File: config.mk
export PLATFORM = sky130hd
export DESIGN_NAME = uart_irq_prio
export DESIGN_NICKNAME = d
export VERILOG_FILES = /design/src/rtl/uirq_pkg.sv /design/src/rtl/uirq_line_req.sv /design/src/rtl/uirq_rx_req.sv /design/src/rtl/uirq_tx_req.sv /design/src/rtl/uart_irq_prio.sv
export SDC_FILE = /design/constraint.sdc
export NUM_CORES = 1
export LEC_CHECK = 0
export CORE_AREA = 8 8 45 47
export CTS_BUF_LIST = sky130_fd_sc_hd__clkbuf_2
export DETAILED_ROUTE_END_ITERATION = 16
export DIE_AREA = 0 0 53 55
export PLACE_DENSITY = 0.67
export SYNTH_ARGS = -nofsm -noshare
export SYNTH_HDL_FRONTEND = slang
export SYNTH_SLANG_ARGS = --single-unit
File: constraint.sdc
create_clock -name clk -period 1.1 [get_ports clk]
set_input_delay 0.22 -clock clk [delete_from_list [all_inputs] [get_ports clk]]
set_output_delay 0.22 -clock clk [all_outputs]
set_load 0.03 [all_outputs]
File: src/rtl/uirq_pkg.sv
package uirq_pkg;
  localparam int ID_W = 8;
  localparam int NUM_ERR = 4;

  typedef enum logic [ID_W-1:0] {
    ID_NONE = 8'h01,
    ID_TXE  = 8'h02,
    ID_RXD  = 8'h04,
    ID_LINE = 8'h06
  } id_code_e;

  // Priority encode: line over receive over transmit.
  function automatic logic [ID_W-1:0] id_encode(input logic line_r, input logic rx_r,
                                                input logic tx_r);
    if (line_r)    return ID_LINE;
    else if (rx_r) return ID_RXD;
    else if (tx_r) return ID_TXE;
    else           return ID_NONE;
  endfunction

  // Sticky latch next state: a set event outranks a clear.
  function automatic logic sticky_next(input logic cur, input logic set, input logic clr);
    return set | (cur & ~clr);
  endfunction
endpackage

File: src/rtl/uirq_line_req.sv
module uirq_line_req
  import uirq_pkg::*;
#(
  parameter int N_ERR = NUM_ERR
) (
  input  logic             clk,
  input  logic             rst_n,
  input  logic [N_ERR-1:0] err_evt,
  input  logic             status_read,
  input  logic             line_en,
  output logic             line_irq
);
  logic [N_ERR-1:0] err_q;
  logic             pend;
  logic             any_evt;

  assign any_evt = |err_evt;

  for (genvar g = 0; g < N_ERR; g++) begin : g_err
    always_ff @(posedge clk or negedge rst_n) begin
      if (!rst_n) err_q[g] <= 1'b0;
      else        err_q[g] <= sticky_next(err_q[g], err_evt[g], status_read);
    end
  end

  assign pend     = |err_q;
  assign line_irq = pend & line_en;

  a_r2_event_sets: assert property (@(posedge clk) disable iff (!rst_n)
    any_evt |=> pend);
  a_r3_read_clears: assert property (@(posedge clk) disable iff (!rst_n)
    (status_read && !any_evt) |=> !pend);
endmodule

File: src/rtl/uirq_rx_req.sv
module uirq_rx_req
  import uirq_pkg::*;
(
  input  logic clk,
  input  logic rst_n,
  input  logic rx_load,
  input  logic rx_buf_read,
  input  logic rx_en,
  output logic rx_irq
);
  logic dr_q;

  always_ff @(posedge clk or negedge rst_n) begin
    if (!rst_n) dr_q <= 1'b0;
    else        dr_q <= sticky_next(dr_q, rx_load, rx_buf_read);
  end

  assign rx_irq = dr_q & rx_en;

  a_r4_load_sets: assert property (@(posedge clk) disable iff (!rst_n)
    rx_load |=> dr_q);
  a_r4_read_clears: assert property (@(posedge clk) disable iff (!rst_n)
    (rx_buf_read && !rx_load) |=> !dr_q);
endmodule

File: src/rtl/uirq_tx_req.sv
module uirq_tx_req (
  input  logic clk,
  input  logic rst_n,
  input  logic tx_en,
  input  logic thr_empty,
  input  logic thr_write,
  input  logic id_ack,
  output logic tx_irq
);
  logic ack_q;
  logic empty_prev;
  logic en_prev;
  logic empty_rise;
  logic en_rise;
  logic rearm;
  logic ack_evt;

  assign empty_rise = thr_empty & ~empty_prev;
  assign en_rise    = tx_en & ~en_prev;
  assign rearm      = empty_rise | en_rise;
  assign ack_evt    = thr_write | id_ack;

  always_ff @(posedge clk or negedge rst_n) begin
    if (!rst_n) begin
      ack_q      <= 1'b0;
      empty_prev <= 1'b0;
      en_prev    <= 1'b0;
    end else begin
      empty_prev <= thr_empty;
      en_prev    <= tx_en;
      if (ack_evt)    ack_q <= 1'b1;
      else if (rearm) ack_q <= 1'b0;
    end
  end

  assign tx_irq = tx_en & thr_empty & (~ack_q | rearm);

  a_r5_enable_raises: assert property (@(posedge clk) disable iff (!rst_n)
    (tx_en && !$past(tx_en) && thr_empty) |-> tx_irq);
  a_r6_write_acks: assert property (@(posedge clk) disable iff (!rst_n)
    thr_write |=> (!tx_irq || (thr_empty && !$past(thr_empty)) || (tx_en && !$past(tx_en))));
endmodule

File: src/rtl/uart_irq_prio.sv
module uart_irq_prio
  import uirq_pkg::*;
(
  input  logic            clk,
  input  logic            rst_n,
  input  logic            line_en,
  input  logic            rx_en,
  input  logic            tx_en,
  input  logic            err_overrun,
  input  logic            err_parity,
  input  logic            err_framing,
  input  logic            err_break,
  input  logic            rx_load,
  input  logic            rx_buf_read,
  input  logic            status_read,
  input  logic            thr_empty,
  input  logic            thr_write,
  input  logic            id_read,
  output logic            line_irq,
  output logic            rx_irq,
  output logic            tx_irq,
  output logic [ID_W-1:0] id_code
);
  logic [NUM_ERR-1:0] err_evt;
  logic               tx_reported;
  logic               id_ack;
  logic               any_pend;

  assign err_evt = {err_break, err_framing, err_parity, err_overrun};

  uirq_line_req #(.N_ERR(NUM_ERR)) i_line (
    .clk(clk), .rst_n(rst_n), .err_evt(err_evt), .status_read(status_read),
    .line_en(line_en), .line_irq(line_irq)
  );

  uirq_rx_req i_rx (
    .clk(clk), .rst_n(rst_n), .rx_load(rx_load), .rx_buf_read(rx_buf_read),
    .rx_en(rx_en), .rx_irq(rx_irq)
  );

  assign id_code     = id_encode(line_irq, rx_irq, tx_irq);
  assign tx_reported = (id_code == ID_TXE);
  assign id_ack      = id_read & tx_reported;
  assign any_pend    = line_irq | rx_irq | tx_irq;

  uirq_tx_req i_tx (
    .clk(clk), .rst_n(rst_n), .tx_en(tx_en), .thr_empty(thr_empty),
    .thr_write(thr_write), .id_ack(id_ack), .tx_irq(tx_irq)
  );

  a_r9_pending_bit: assert property (@(posedge clk) disable iff (!rst_n)
    id_code[0] == !any_pend);
  a_r8_blocked_read_keeps: assert property (@(posedge clk) disable iff (!rst_n)
    (id_read && tx_irq && (line_irq || rx_irq) && !thr_write)
      |=> (tx_irq || !tx_en || !thr_empty));
  a_r7_read_acks: assert property (@(posedge clk) disable iff (!rst_n)
    (id_read && tx_irq && !line_irq && !rx_irq && tx_en && thr_empty)
      |=> (!tx_irq || (tx_en && !$past(tx_en)) || (thr_empty && !$past(thr_empty))));
endmodule

==> impl_results.rst <==
.. list-table::
   :header-rows: 1

   * - Metric
     - Value
   * - Result of the run
     - finished with violations
   * - Violations in the final reports
     - setup timing
   * - Setup-failing EPs final
     - 7
   * - Share of the cycle needed by the critical path after routing
     - 1.52
   * - WL per Instance
     - 12.1 um
   * - Count of warnings emitted by yosys
     - 0
   * - Critical register-to-register path startpoint
     - i_line.err_q[1]$_DFF_PN0_
   * - Vias per std cell
     - between 4 and 5
   * - Number of buffers inserted for hold repair after clock tree synthesis
     - 0
   * - Number of buffers created by CTS
     - 3
   * - Area of the multi-input gates
     - 178 um2
   * - Adder-cell area share of the yosys netlist
     - 0
   * - Max Freq
     - ~0.60 GHz
   * - GRT Util Overall
     - 0.0809
   * - Post-synthesis cell area
     - roughly 390 um2
   * - Largest cells by area after synthesis
     - sky130_fd_sc_hd__dfrtp_1, sky130_fd_sc_hd__buf_4, sky130_fd_sc_hd__a21o_1, sky130_fd_sc_hd__o41ai_4, sky130_fd_sc_hd__inv_1
   * - Antenna Diode Count
     - 0
   * - Compound-gate portion of the synthesized area
     - 0.214
   * - Initial Utilization
     - 0.279
   * - Post-layout net count
     - 85
   * - Die footprint
     - 0.00292 mm2
   * - Number of DRC markers after the initial detailed-route iteration
     - 0
   * - Average footprint of a synthesized cell
     - between 10 and 15 um2
   * - Simple logic cell fraction of the synthesized area
     - 0.123
   * - First-pass GRT wire length
     - 1700 um
   * - Final hold violation count
     - 0
   * - Max Cap Viol
     - 0
   * - DRC violation count after routing
     - 0
   * - Antenna Nets Post-Route
     - 0
   * - Boundary Pins
     - 26
   * - Routed wire length
     - approximately 1000 um
   * - Width of the die
     - between 50 and 60 um
   * - Buffer depth of the longest clock path
     - 2
   * - First-pass detailed-route iteration total
     - 1
   * - Standard-cell row count
     - 14
   * - Fraction of the core area covered by cells at the end of the flow
     - 0.517
   * - Maximum number of pins on one net before global-route repair
     - 9
   * - Initial antenna violation count
     - 0
   * - Worst hold path type
     - input pin to asynchronous set/reset pin
   * - Setup repair after global routing missed its margin
     - yes
   * - Crit end category
     - output pin
   * - Post-synth cell types
     - 15
   * - Reg2Reg Capture Point
     - i_tx.ack_q$_DFFE_PN0P_
   * - Kind of start point of the critical path
     - register
   * - CTS tree
     - yes
   * - Via count
     - about 340
   * - Clock insertion delay at the later pin of the skew report
     - ~230 ps
   * - Aggregate negative setup slack
     - -2670 ps
   * - Portion of netlist area occupied by mux cells
     - 0
   * - Root Driver
     - sky130_fd_sc_hd__clkbuf_2
   * - Main combinational cell family by area after synthesis
     - compound AO/OA/AOI/OAI gates
   * - Area added between synthesis and finish
     - 85.1%
   * - H-tree level count
     - 1
   * - Peak supply drop
     - around 0.00044 V
   * - PortBufs
     - 20
   * - Seq/Total Area, Yosys
     - 0.518
   * - Worst Path Arrival
     - ~1500 ps
   * - Min setup slack post-route
     - -574 ps
   * - WP data required
     - approximately 880 ps
   * - Leading area contributor after synthesis
     - sky130_fd_sc_hd__dfrtp_1
   * - HPWL after detailed placement
     - 744 um
   * - Sequential Area
     - roughly 200 um2
   * - Final clock skew
     - around 4.1 ps
   * - Final Max Tran Viols
     - 0
   * - Area inside the core boundary
     - 0.00138 mm2
   * - CTS sink count
     - 8
   * - Height of the chip
     - roughly 55 um
   * - Critical path peak fanout
     - 3
   * - Filler cell count
     - 126
   * - Static leakage
     - between 0.3 and 0.4 nW
   * - Final global-route overflow total
     - 0
   * - Global placer's final weighted congestion
     - slightly above 0.6
   * - Layout cells sized above 1
     - 0.426
   * - Gate Count Post-Synth
     - 35
   * - Slack of the worst reg-to-reg path
     - -300 ps
   * - Depth of the most critical reg-to-reg path
     - 5
   * - Number of global-route vias before repair
     - between 400 and 500
   * - Final worst path period need
     - 1670 ps
   * - Clock transition at the registers of the reported paths
     - ~70 ps
   * - Yosys top cell area share
     - 0.518
   * - Count of state elements after synthesis
     - 8
   * - Synthesized-area fraction occupied by xor and xnor cells
     - 0
   * - Start-to-end type of the worst setup path
     - register to output pin
   * - Power per Cell Area
     - between 1000 and 1500 mW/mm2
-- placed cells by master, fill, tap and decap left out, types with 2 or more instances in the layout --
| cell type | Yosys | layout |
|---|---|---|
| sky130_fd_sc_hd__conb_1 | 1 | 5 |
| sky130_fd_sc_hd__nand3_2 | 0 | 2 |
| sky130_fd_sc_hd__buf_6 | 0 | 5 |
| sky130_fd_sc_hd__buf_4 | 5 | 12 |
| sky130_fd_sc_hd__dfrtp_1 | 8 | 8 |
| sky130_fd_sc_hd__inv_1 | 4 | 3 |
| sky130_fd_sc_hd__a21o_1 | 4 | 4 |
| sky130_fd_sc_hd__clkbuf_2 | 0 | 3 |
| sky130_fd_sc_hd__nand2b_1 | 2 | 2 |
| sky130_fd_sc_hd__clkdlybuf4s50_1 | 0 | 12 |
-- worst max-delay path: stages, from the launching register on --
cell	delay [ps]
sky130_fd_sc_hd__dfrtp_1	410
sky130_fd_sc_hd__o41ai_4	470
sky130_fd_sc_hd__nand2b_4	110
sky130_fd_sc_hd__nor2_4	100
sky130_fd_sc_hd__buf_6	140
-- kinds of logic after synthesis --
| kind of cell | count (synthesis) |
|---|---|
| buf+inv | 9 |
| simple gates | 8 |
| compound gates | 9 |
| other cells | 1 |
| flops | 8 |
-- power breakdown --
part,internal (W),switching (W)
combinational,0.000128,0.000112
clock,0.0000743,0.0000935
sequential,0.000313,0.0000155
-- area by class of cell --
type                    count  area share
well taps                  16      0.0280
clock buffers               3      0.0210
inverters                   4      0.0210
flip-flops and latches      8       0.280
multi-input cells          22       0.248
repair buffers             31       0.402
-- through the flow --
| step | total power, W | setup slack [ps] | hold WS, ps | std cells | area (um2) |
|---|---|---|---|---|---|
| after detailed placement | 0.000532 | -332 | 470 | 74 | 612 |
| final | 0.000737 | -574 | 254 | 84 | 716 |
| after CTS | 0.000736 | -586 | 250 | 81 | 691 |
| after global routing | 0.000784 | -661 | 258 | 84 | 716 |
| after global placement | 0.000530 | -317 | 463 | 74 | 612 |
| after floorplan | 0.000443 | -302 | -75.6 | 39 | 414 |
-- what timing repair did --
item / CTS / global route
setup buffers: 4 / 3
gates cloned: 0 / 0
endpoints found under the setup margin: 7 / 7
resized for setup: 11 / 1
pin swaps: 4 / 4
-- synth_stat cells --
cell	n
sky130_fd_sc_hd__a21o_1	4
sky130_fd_sc_hd__a21o_2	1
sky130_fd_sc_hd__a31oi_1	1
sky130_fd_sc_hd__and2_1	1
sky130_fd_sc_hd__buf_4	5
sky130_fd_sc_hd__conb_1	1
sky130_fd_sc_hd__dfrtp_1	8
sky130_fd_sc_hd__inv_1	4
sky130_fd_sc_hd__nand2b_1	2
sky130_fd_sc_hd__nand2b_2	1
sky130_fd_sc_hd__nand3_1	2
sky130_fd_sc_hd__nand4_1	1
sky130_fd_sc_hd__nor2_1	1
sky130_fd_sc_hd__o21ai_1	2
sky130_fd_sc_hd__o41ai_4	1
-- state kept, by name, summed over array words and instances (netlist names) --
register / cells
i_line.err_q: 4
i_rx.dr_q: 1
i_tx.ack_q: 1
i_tx.empty_prev: 1
i_tx.en_prev: 1
-- layer usage --
layer	vias to the layer above	global-route usage	share of wire	wire, um
li1	173	-	-	-
met1	151	0.0807	0.40	407
met2	18	0.127	0.48	487
met3	0	0.0401	0.12	118
met4	0	0.0647	0	0
met5	-	0	0	0
-- worst max path at each step --
stage / slack (ps) / start / endpoint / cells past startpoint
6_report: -570 / i_line.err_q[1]$_DFF_PN0_ / id_code[0] / 4
5_1_grt: -660 / i_line.err_q[1]$_DFF_PN0_ / id_code[0] / 4
4_1_cts: -590 / i_line.err_q[0]$_DFF_PN0_ / id_code[0] / 4
3_5_place_dp: -330 / i_line.err_q[1]$_DFF_PN0_ / id_code[0] / 4
3_3_place_gp: -320 / i_line.err_q[1]$_DFF_PN0_ / id_code[0] / 4
2_1_floorplan: -300 / i_line.err_q[1]$_DFF_PN0_ / id_code[0] / 3
Power figures use the tool's default switching activity.
